==> src/rtl/epi_pkg.sv <==
package epi_pkg;

  typedef enum logic [1:0] {
    SENSE_LEVEL = 2'b00,
    SENSE_RISE  = 2'b01,
    SENSE_FALL  = 2'b10,
    SENSE_BOTH  = 2'b11
  } sense_e;

  localparam int REG_AW = 3;
  localparam logic [REG_AW-1:0] ADDR_SENSE = 3'd0;
  localparam logic [REG_AW-1:0] ADDR_DIR   = 3'd1;
  localparam logic [REG_AW-1:0] ADDR_EN    = 3'd2;
  localparam logic [REG_AW-1:0] ADDR_FLAG  = 3'd3;
  localparam logic [REG_AW-1:0] ADDR_PIN   = 3'd4;

  // True when the transition prev -> cur matches the selected edge sense.
  function automatic logic edge_match(sense_e mode, logic cur, logic prev);
    logic rise, fall;
    rise = cur & ~prev;
    fall = ~cur & prev;
    case (mode)
      SENSE_RISE: edge_match = rise;
      SENSE_FALL: edge_match = fall;
      SENSE_BOTH: edge_match = rise | fall;
      default:    edge_match = 1'b0;
    endcase
  endfunction

  // Level request: active-low pin in level mode.
  function automatic logic level_active(sense_e mode, logic cur);
    level_active = (mode == SENSE_LEVEL) && !cur;
  endfunction

endpackage

==> src/rtl/epi_sync.sv <==
module epi_sync #(
  parameter int W      = 8,
  parameter int STAGES = 2
) (
  input  logic         clk,
  input  logic         rst_n,
  input  logic [W-1:0] pin_i,
  output logic [W-1:0] sync_o,
  output logic [W-1:0] prev_o
);
  localparam int DEPTH = STAGES + 1;

  logic [W-1:0] stg [DEPTH];

  always_ff @(posedge clk or negedge rst_n) begin
    if (!rst_n) begin
      for (int k = 0; k < DEPTH; k++) stg[k] <= '0;
    end else begin
      stg[0] <= pin_i;
      for (int k = 1; k < DEPTH; k++) stg[k] <= stg[k-1];
    end
  end

  assign sync_o = stg[STAGES-1];
  assign prev_o = stg[STAGES];
endmodule

==> src/rtl/epi_regs.sv <==
module epi_regs
  import epi_pkg::*;
#(
  parameter int NUM_LINES = 8,
  localparam int DW = 2 * NUM_LINES
) (
  input  logic                 clk,
  input  logic                 rst_n,
  input  logic                 wr_en,
  input  logic [REG_AW-1:0]    addr,
  input  logic [DW-1:0]        wdata,
  input  logic [NUM_LINES-1:0] flag_i,
  input  logic [NUM_LINES-1:0] pin_i,
  output logic [DW-1:0]        rdata,
  output logic [DW-1:0]        sense_q,
  output logic [NUM_LINES-1:0] dir_q,
  output logic [NUM_LINES-1:0] en_q,
  output logic [NUM_LINES-1:0] clr_mask
);
  localparam int PAD = DW - NUM_LINES;

  always_ff @(posedge clk or negedge rst_n) begin
    if (!rst_n) begin
      sense_q <= '0;
      dir_q   <= '0;
      en_q    <= '0;
    end else if (wr_en) begin
      case (addr)
        ADDR_SENSE: sense_q <= wdata;
        ADDR_DIR:   dir_q   <= wdata[NUM_LINES-1:0];
        ADDR_EN:    en_q    <= wdata[NUM_LINES-1:0];
        default:    ;
      endcase
    end
  end

  assign clr_mask = (wr_en && addr == ADDR_FLAG) ? wdata[NUM_LINES-1:0] : '0;

  always_comb begin
    case (addr)
      ADDR_SENSE: rdata = sense_q;
      ADDR_DIR:   rdata = {{PAD{1'b0}}, dir_q};
      ADDR_EN:    rdata = {{PAD{1'b0}}, en_q};
      ADDR_FLAG:  rdata = {{PAD{1'b0}}, flag_i};
      ADDR_PIN:   rdata = {{PAD{1'b0}}, pin_i};
      default:    rdata = '0;
    endcase
  end
endmodule

==> src/rtl/epi_line.sv <==
module epi_line
  import epi_pkg::*;
(
  input  logic       clk,
  input  logic       rst_n,
  input  logic [1:0] sense,
  input  logic       dir_out,
  input  logic       enable,
  input  logic       clr,
  input  logic       cur,
  input  logic       prev,
  output logic       flag_o,
  output logic       hit_o,
  output logic       irq_o
);
  sense_e mode;
  logic   is_input;

  assign mode     = sense_e'(sense);
  assign is_input = ~dir_out;
  assign hit_o    = is_input & edge_match(mode, cur, prev);

  // A fresh edge wins over a clearing write in the same cycle.
  always_ff @(posedge clk or negedge rst_n) begin
    if (!rst_n) flag_o <= 1'b0;
    else        flag_o <= (flag_o & ~clr) | hit_o;
  end

  assign irq_o = enable & is_input &
                 ((mode == SENSE_LEVEL) ? level_active(mode, cur) : flag_o);
endmodule

==> src/rtl/edge_irq_unit.sv <==
module edge_irq_unit
  import epi_pkg::*;
#(
  parameter int NUM_LINES   = 8,
  parameter int SYNC_STAGES = 2
) (
  input  logic                     clk,
  input  logic                     rst_n,
  input  logic [NUM_LINES-1:0]     pin_i,
  input  logic                     reg_wr,
  input  logic [REG_AW-1:0]        reg_addr,
  input  logic [2*NUM_LINES-1:0]   reg_wdata,
  output logic [2*NUM_LINES-1:0]   reg_rdata,
  output logic [NUM_LINES-1:0]     irq_o
);
  localparam int DW = 2 * NUM_LINES;

  logic [NUM_LINES-1:0] pin_sync, pin_prev;
  logic [DW-1:0]        sense_q;
  logic [NUM_LINES-1:0] dir_q, en_q, clr_mask;
  logic [NUM_LINES-1:0] flag_q, edge_hit, level_mask;

  epi_sync #(.W(NUM_LINES), .STAGES(SYNC_STAGES)) u_sync (
    .clk(clk), .rst_n(rst_n), .pin_i(pin_i),
    .sync_o(pin_sync), .prev_o(pin_prev)
  );

  epi_regs #(.NUM_LINES(NUM_LINES)) u_regs (
    .clk(clk), .rst_n(rst_n), .wr_en(reg_wr), .addr(reg_addr),
    .wdata(reg_wdata), .flag_i(flag_q), .pin_i(pin_sync),
    .rdata(reg_rdata), .sense_q(sense_q), .dir_q(dir_q),
    .en_q(en_q), .clr_mask(clr_mask)
  );

  for (genvar i = 0; i < NUM_LINES; i++) begin : g_line
    assign level_mask[i] = (sense_q[2*i +: 2] == SENSE_LEVEL);
    if (i == 0) begin : g_reserved
      assign flag_q[i]   = 1'b0;
      assign edge_hit[i] = 1'b0;
      assign irq_o[i]    = 1'b0;
    end else begin : g_active
      epi_line u_line (
        .clk(clk), .rst_n(rst_n),
        .sense(sense_q[2*i +: 2]), .dir_out(dir_q[i]), .enable(en_q[i]),
        .clr(clr_mask[i]), .cur(pin_sync[i]), .prev(pin_prev[i]),
        .flag_o(flag_q[i]), .hit_o(edge_hit[i]), .irq_o(irq_o[i])
      );
    end
  end
endmodule

==> config.mk <==
export PLATFORM = sky130hd
export DESIGN_NAME = edge_irq_unit
export DESIGN_NICKNAME = d
export VERILOG_FILES = /design/src/rtl/epi_pkg.sv /design/src/rtl/epi_sync.sv /design/src/rtl/epi_regs.sv /design/src/rtl/epi_line.sv /design/src/rtl/edge_irq_unit.sv
export SDC_FILE = /design/constraint.sdc
export NUM_CORES = 1
export LEC_CHECK = 0
export ABC_AREA = 1
export BUFFER_PORTS_ARGS = -buffer_cell sky130_fd_sc_hd__buf_2
export CORE_ASPECT_RATIO = 0.5
export CORE_MARGIN = 1
export CORE_UTILIZATION = 45
export DETAILED_ROUTE_END_ITERATION = 8
export GPL_TIMING_DRIVEN = 1
export PLACE_DENSITY_LB_ADDON = 0.12
export SYNTH_ARGS = -nofsm -noshare
export SYNTH_HDL_FRONTEND = slang
export SYNTH_SLANG_ARGS = --single-unit
==> constraint.sdc <==
create_clock -name clk -period 1.2 [get_ports clk]
set_input_delay 0.12 -clock clk [delete_from_list [all_inputs] [get_ports clk]]
set_output_delay 0.12 -clock clk [all_outputs]
set_load 0.01 [all_outputs]
### Yosys cells after proc, flatten, opt, wreduce, memory -nomap -nowiden

Index checks and enable logic that the tools add are counted.

| storage, ports and cells | value |
|---|---|
| register bits after elaboration | 63 |
| bits of input ports | 30 |
| output and inout port bits | 24 |
| word-level logic and storage cells | 164 |

| cells by class | value |
|---|---|
| eq/ne operators | 25 |
| multiplexer cells | 16 |
| bitwise gates (word level) | 84 |
| reduce and logical (&&, ||, !) cells | 26 |

Operators by type and width:

| cell | number |
|---|---|
| one-hot mux 16 bit (5 select lines) | 1 |
| AND 1 bit | 42 |
| equality test 2 bit, second input constant | 14 |
| inverter 1 bit | 28 |
| one-hot mux 1 bit (3 select lines) | 7 |
| equality test 2 x 1 -> 1 bit, second input constant | 7 |
| zero test 2 bit | 7 |
| bitwise OR 1 bit | 14 |
| logical AND 1 bit | 8 |
| 2-to-1 mux 8 bit | 1 |
| zero test 1 bit | 7 |
| 2-to-1 mux 1 bit | 7 |
| equality test 3 x 2 -> 1 bit, second input constant | 2 |
| AND reduction 2 bit | 3 |
| equality test 3 x 1 -> 1 bit, second input constant | 1 |
| equality test 3 bit, second input constant | 1 |
| zero test 3 bit | 1 |

### Logic depth before layout (Yosys ltp)

| logic depth | value |
|---|---|
| depth after elaboration | 6 |
| depth in mapped cells | 7 |

### By module

From an unflattened synthesis, not the netlist that was laid out.

| second synthesis, totals | value |
|---|---|
| cells, all modules | 433 |
| area, all modules | 3362.0 um^2 |

By module, submodules not included:

| module | times used | cells each | area each (um^2) | seq. area each (um^2) |
|---|---|---|---|---|
| epi_regs | 1 | 237 | 1719.1 | 800.8 |
| epi_line | 7 | 22 | 130.1 | 25.0 |
| epi_sync | 1 | 40 | 720.7 | 600.6 |
| edge_irq_unit | 1 | 2 | 11.3 | 0.0 |

### Least setup slack after synthesis

Ideal clock, no wire load.

| path | value |
|---|---|
| path type | reg2out |
| from | register u_regs.sense_q[7] |
| to | output port irq_o[3] |
| arrival | 0.908 ns |
| data required time | 1.080 ns |
| path slack | 0.172 ns |
| stages on the path, launching flop included | 5 |
| buffers on the path | 1 |
| cell sequence | dfrtp_1 -> nor2_1 -> nor2_1 -> a211oi_1 -> buf_4 |

| on the way | value |
|---|---|
| cells in the longest elaborated chain, start to end | 4 |

RTL lines:

| element | line | RTL |
|---|---|---|
| start, declared | epi_regs.sv:15 | `output logic [DW-1:0] sense_q,` |
| start signal, assigned | epi_regs.sv:29 | `ADDR_SENSE: sense_q <= wdata;` |
| zero test 2 bit (*) | epi_pkg.sv:32, epi_line.sv:30 |  |
| logical AND 1 bit | epi_pkg.sv:32 | `level_active = (mode == SENSE_LEVEL) && !cur;` |
| 2-to-1 mux 1 bit (*) | epi_line.sv:30 | `((mode == SENSE_LEVEL) ? level_active(mode, cur) : flag_o);` |
| AND 1 bit (*) | epi_line.sv:29 | `assign irq_o = enable & is_input &` |
| end, declared | edge_irq_unit.sv:14 | `output logic [NUM_LINES-1:0] irq_o` |

Every way passes the cells marked *; elsewhere a longest branch is shown, timed or not.

### Worst setup path in the final report

Ends and elaborated chain as after synthesis.

==> impl_results.md <==
* Die area at 7657 um2
* Design area at 4486 um2
* Max frequency at 708.8 MHz
* Synth unique cells at 26
* Post-DR wirelength/cell at 13.84 um
* Grt ovf at 0
* Most frequent cells in the layout: nand2_1 (84), dfrtp_1 (54), buf_2 (51), inv_1 (44), nor2_1 (44)
* Max cap viols at 0
* Fin util at 0.6541
* Final #Nets at 540
* Root Driver: clkbuf_16
* Core area at 6858 um2
* Aggregate global-route resource usage at 0.2376
* Worst-path clk slew at 50 ps
* Seq/Total Area, Yosys at 0.4729
* Buffers on Ports at 52
* Total negative setup slack at -2185 ps
* Worst EP required at 1080 ps
* Pin count of the biggest net entering global routing at 63
* Fill cell count at 574
* Top Ports at 54
* Synth Instances at 394
* Multi-input logic area at 1500 um2
* GPL Wtd Cong at 0.8161
* Critical path data arrival time at 1290 ps
* Initial antenna violation count at 0
* Worst skew pair latency at 330 ps
* Synth Cell Area at 3281 um2
* Run status: finished, violations left
* Post-Route Skew at 4.880 ps
* Setup crit end kind: output pin
* Post-route minimum period at 1411 ps
* Clock Sinks at 62
* RSZ-0062 raised after global routing: yes
* DP Area at 3722 um2
* Synth Warn # at 0
* Vias per cell at 4.887
* Via Count at 2,888
* Antenna diodes at 0
* PnR worst setup slack at -210.9 ps
* H-tree Lvls at 3
* Hold slack at 39.54 ps
* Final Hold Vio Count at 0
* Register bit total from synthesis at 62
* CP max FO at 4
* Starting Density at 0.4784
* WP buf/inv at 2
* Die Ht at 62.38 um
* Chip Width at 122.8 um
* Most common cell after layout, fill and taps aside: nand2_1
* Crit path cell chain: nor2_2 -> buf_4 -> a211oi_2 -> buf_2
* Crit-path slowest cell: dfrtp_1
* Syn_nets at 438
* Power Dens Cells at 1467 nW/um2
* Max-slew violations at 0
* Max Root-Sink Buffers at 2
* Peak supply drop at 0.7960 mV
* Top delay family on crit path: flip-flops
* Final wirelength at 8181 um
* CTS tree: yes
* Layout cells sized above 1 at 0.3727
* Critical Path Max Stage Delay at 420 ps
* Avg Synthesized Cell Area at 8.327 um2
* Setup violators final at 16
* First-pass GRT wire length at 13,640 um
* Setup crit start kind: flop
* Post-DP HPWL at 5487 um
* Post-route clock period utilization at 1.176
* Drt first pass iters at 4
* Num rows at 21
* CP Class: reg -> out
* Layout area overhead at 36.73%
* Worst Hold Class: in -> reg
* FF/Latch Area at 1562 um2
* Power after layout at 6579 uW
* Cts bufs inserted at 9
* ANT nets after route at 0
* Residual DRC count at 0
* Violated checks: negative setup slack
* Number of global-route vias before repair at 2,859
* Standby leakage power at 0.002337 uW
* Number of DRC markers in iteration 0 at 218
[metal layers]
layer  up-vias  GRT usage  wire (um)
li1       1452          -          -
met1      1371     0.3331       3966
met2        59     0.3525       3760
met3         6    0.08485        395
met4         0    0.05183         57
met5         -          0          0
[repair_timing]
| item | CTS | global route |
|---|---|---|
| pin swaps | 16 | 13 |
| gates resized for setup | 35 | 26 |
| hold endpoints to repair | 70 | 0 |
| endpoints found under the setup margin | 19 | 25 |
| buffers inserted | 19 | 9 |
| gates cloned | 0 | 0 |
| hold buffers | 9 | 0 |
[per-stage QoR]
step                std cells  worst slack, ps
floorplan                 394            172.5
global placement          542           -94.11
detailed placement        542           -125.8
CTS                       584           -220.2
global route              591           -282.8
finish                    591           -210.9
[state kept, by name (all words and copies together) (netlist names)]
name and count:
u_regs.en_q 8, u_regs.sense_q 16, u_sync.stg 8, u_regs.dir_q 8, u_sync.sync_o 8, u_sync.prev_o 7
g_line.g_active.u_line.flag_o 7
[area by class of cell]
class | instances | share of cell area
inverters | 55 | 0.04826
well taps | 92 | 0.02566
clock inverters | 1 | 0.001116
multi-input cells | 257 | 0.3344
flip-flops and latches | 62 | 0.3481
clock buffers | 13 | 0.06025
repair buffers | 111 | 0.1821
[cells in the mapped netlist]
| cell type | instances | area (um2) |
|---|---|---|
| dfrtp_1 | 62 | 1551 |
| o21ai_2 | 16 | 140.1 |
| nor2_1 | 56 | 210.2 |
| a211oi_1 | 6 | 45.04 |
| clkbuf_1 | 1 | 3.750 |
| inv_2 | 1 | 3.750 |
| nand2_2 | 4 | 25.02 |
| a21oi_1 | 8 | 40.04 |
| nand2_4 | 1 | 11.26 |
| inv_1 | 53 | 198.9 |
| nand3_4 | 1 | 17.52 |
| buf_6 | 6 | 67.56 |
| conb_1 | 1 | 3.750 |
| o21ai_0 | 8 | 40.04 |
| buf_4 | 11 | 82.58 |
| nand3_1 | 39 | 195.2 |
| nand2_1 | 85 | 319.1 |
| inv_6 | 1 | 8.760 |
| nor3_4 | 1 | 16.27 |
| nor2_2 | 1 | 6.260 |
| buf_2 | 2 | 10.01 |
| nand4_1 | 11 | 68.82 |
| nor3_1 | 2 | 10.01 |
| ha_1 | 14 | 175.2 |
| nor2_8 | 1 | 20.02 |
| o21ai_1 | 2 | 10.01 |
[tightest hold or removal path: cells and delay by family]
| kind | cells | cell delay, ps |
|---|---|---|
| compound gates | 1 | 100 |
| buf+inv | 1 | 80 |
| simple gates | 1 | 30 |
[power breakdown]
group,leakage [uW],internal (uW),switching [uW],total [uW]
clock network,0.000138,1530,829,2360
registers,0.000713,2390,285,2670
logic,0.00149,738,805,1540
[worst paths after layout]
check,from,endpoint,slack (ps),cells past startpoint
setup / recovery,u_regs.sense_q[7],irq_o[3],-210,4
hold / removal,reg_wdata[11],u_regs.sense_q[11],40,3
setup reg to reg,u_sync.sync_o[6],g_line[6].g_active.u_line.flag_o,-20,7
hold reg to reg,u_sync.stg[22],u_sync.sync_o[6],340,0
max in group asynchronous,rst_n,u_regs.sense_q[4],580,3
min in group asynchronous,rst_n,u_sync.prev_o[4],320,3
[cell families (layout without fill, tap and decap cells)]
family                     after synthesis  in the layout  synth area share
AOI/OAI and AO/OA                       40             40           0.08390
other                                    1              1          0.001143
buffers and inverters                   75            180            0.1144
DFF                                     62             62            0.4729
adders and majority gates               14             14           0.05339
and+or+nand+nor                        202            202            0.2742
Power figures use the tool's default switching activity.
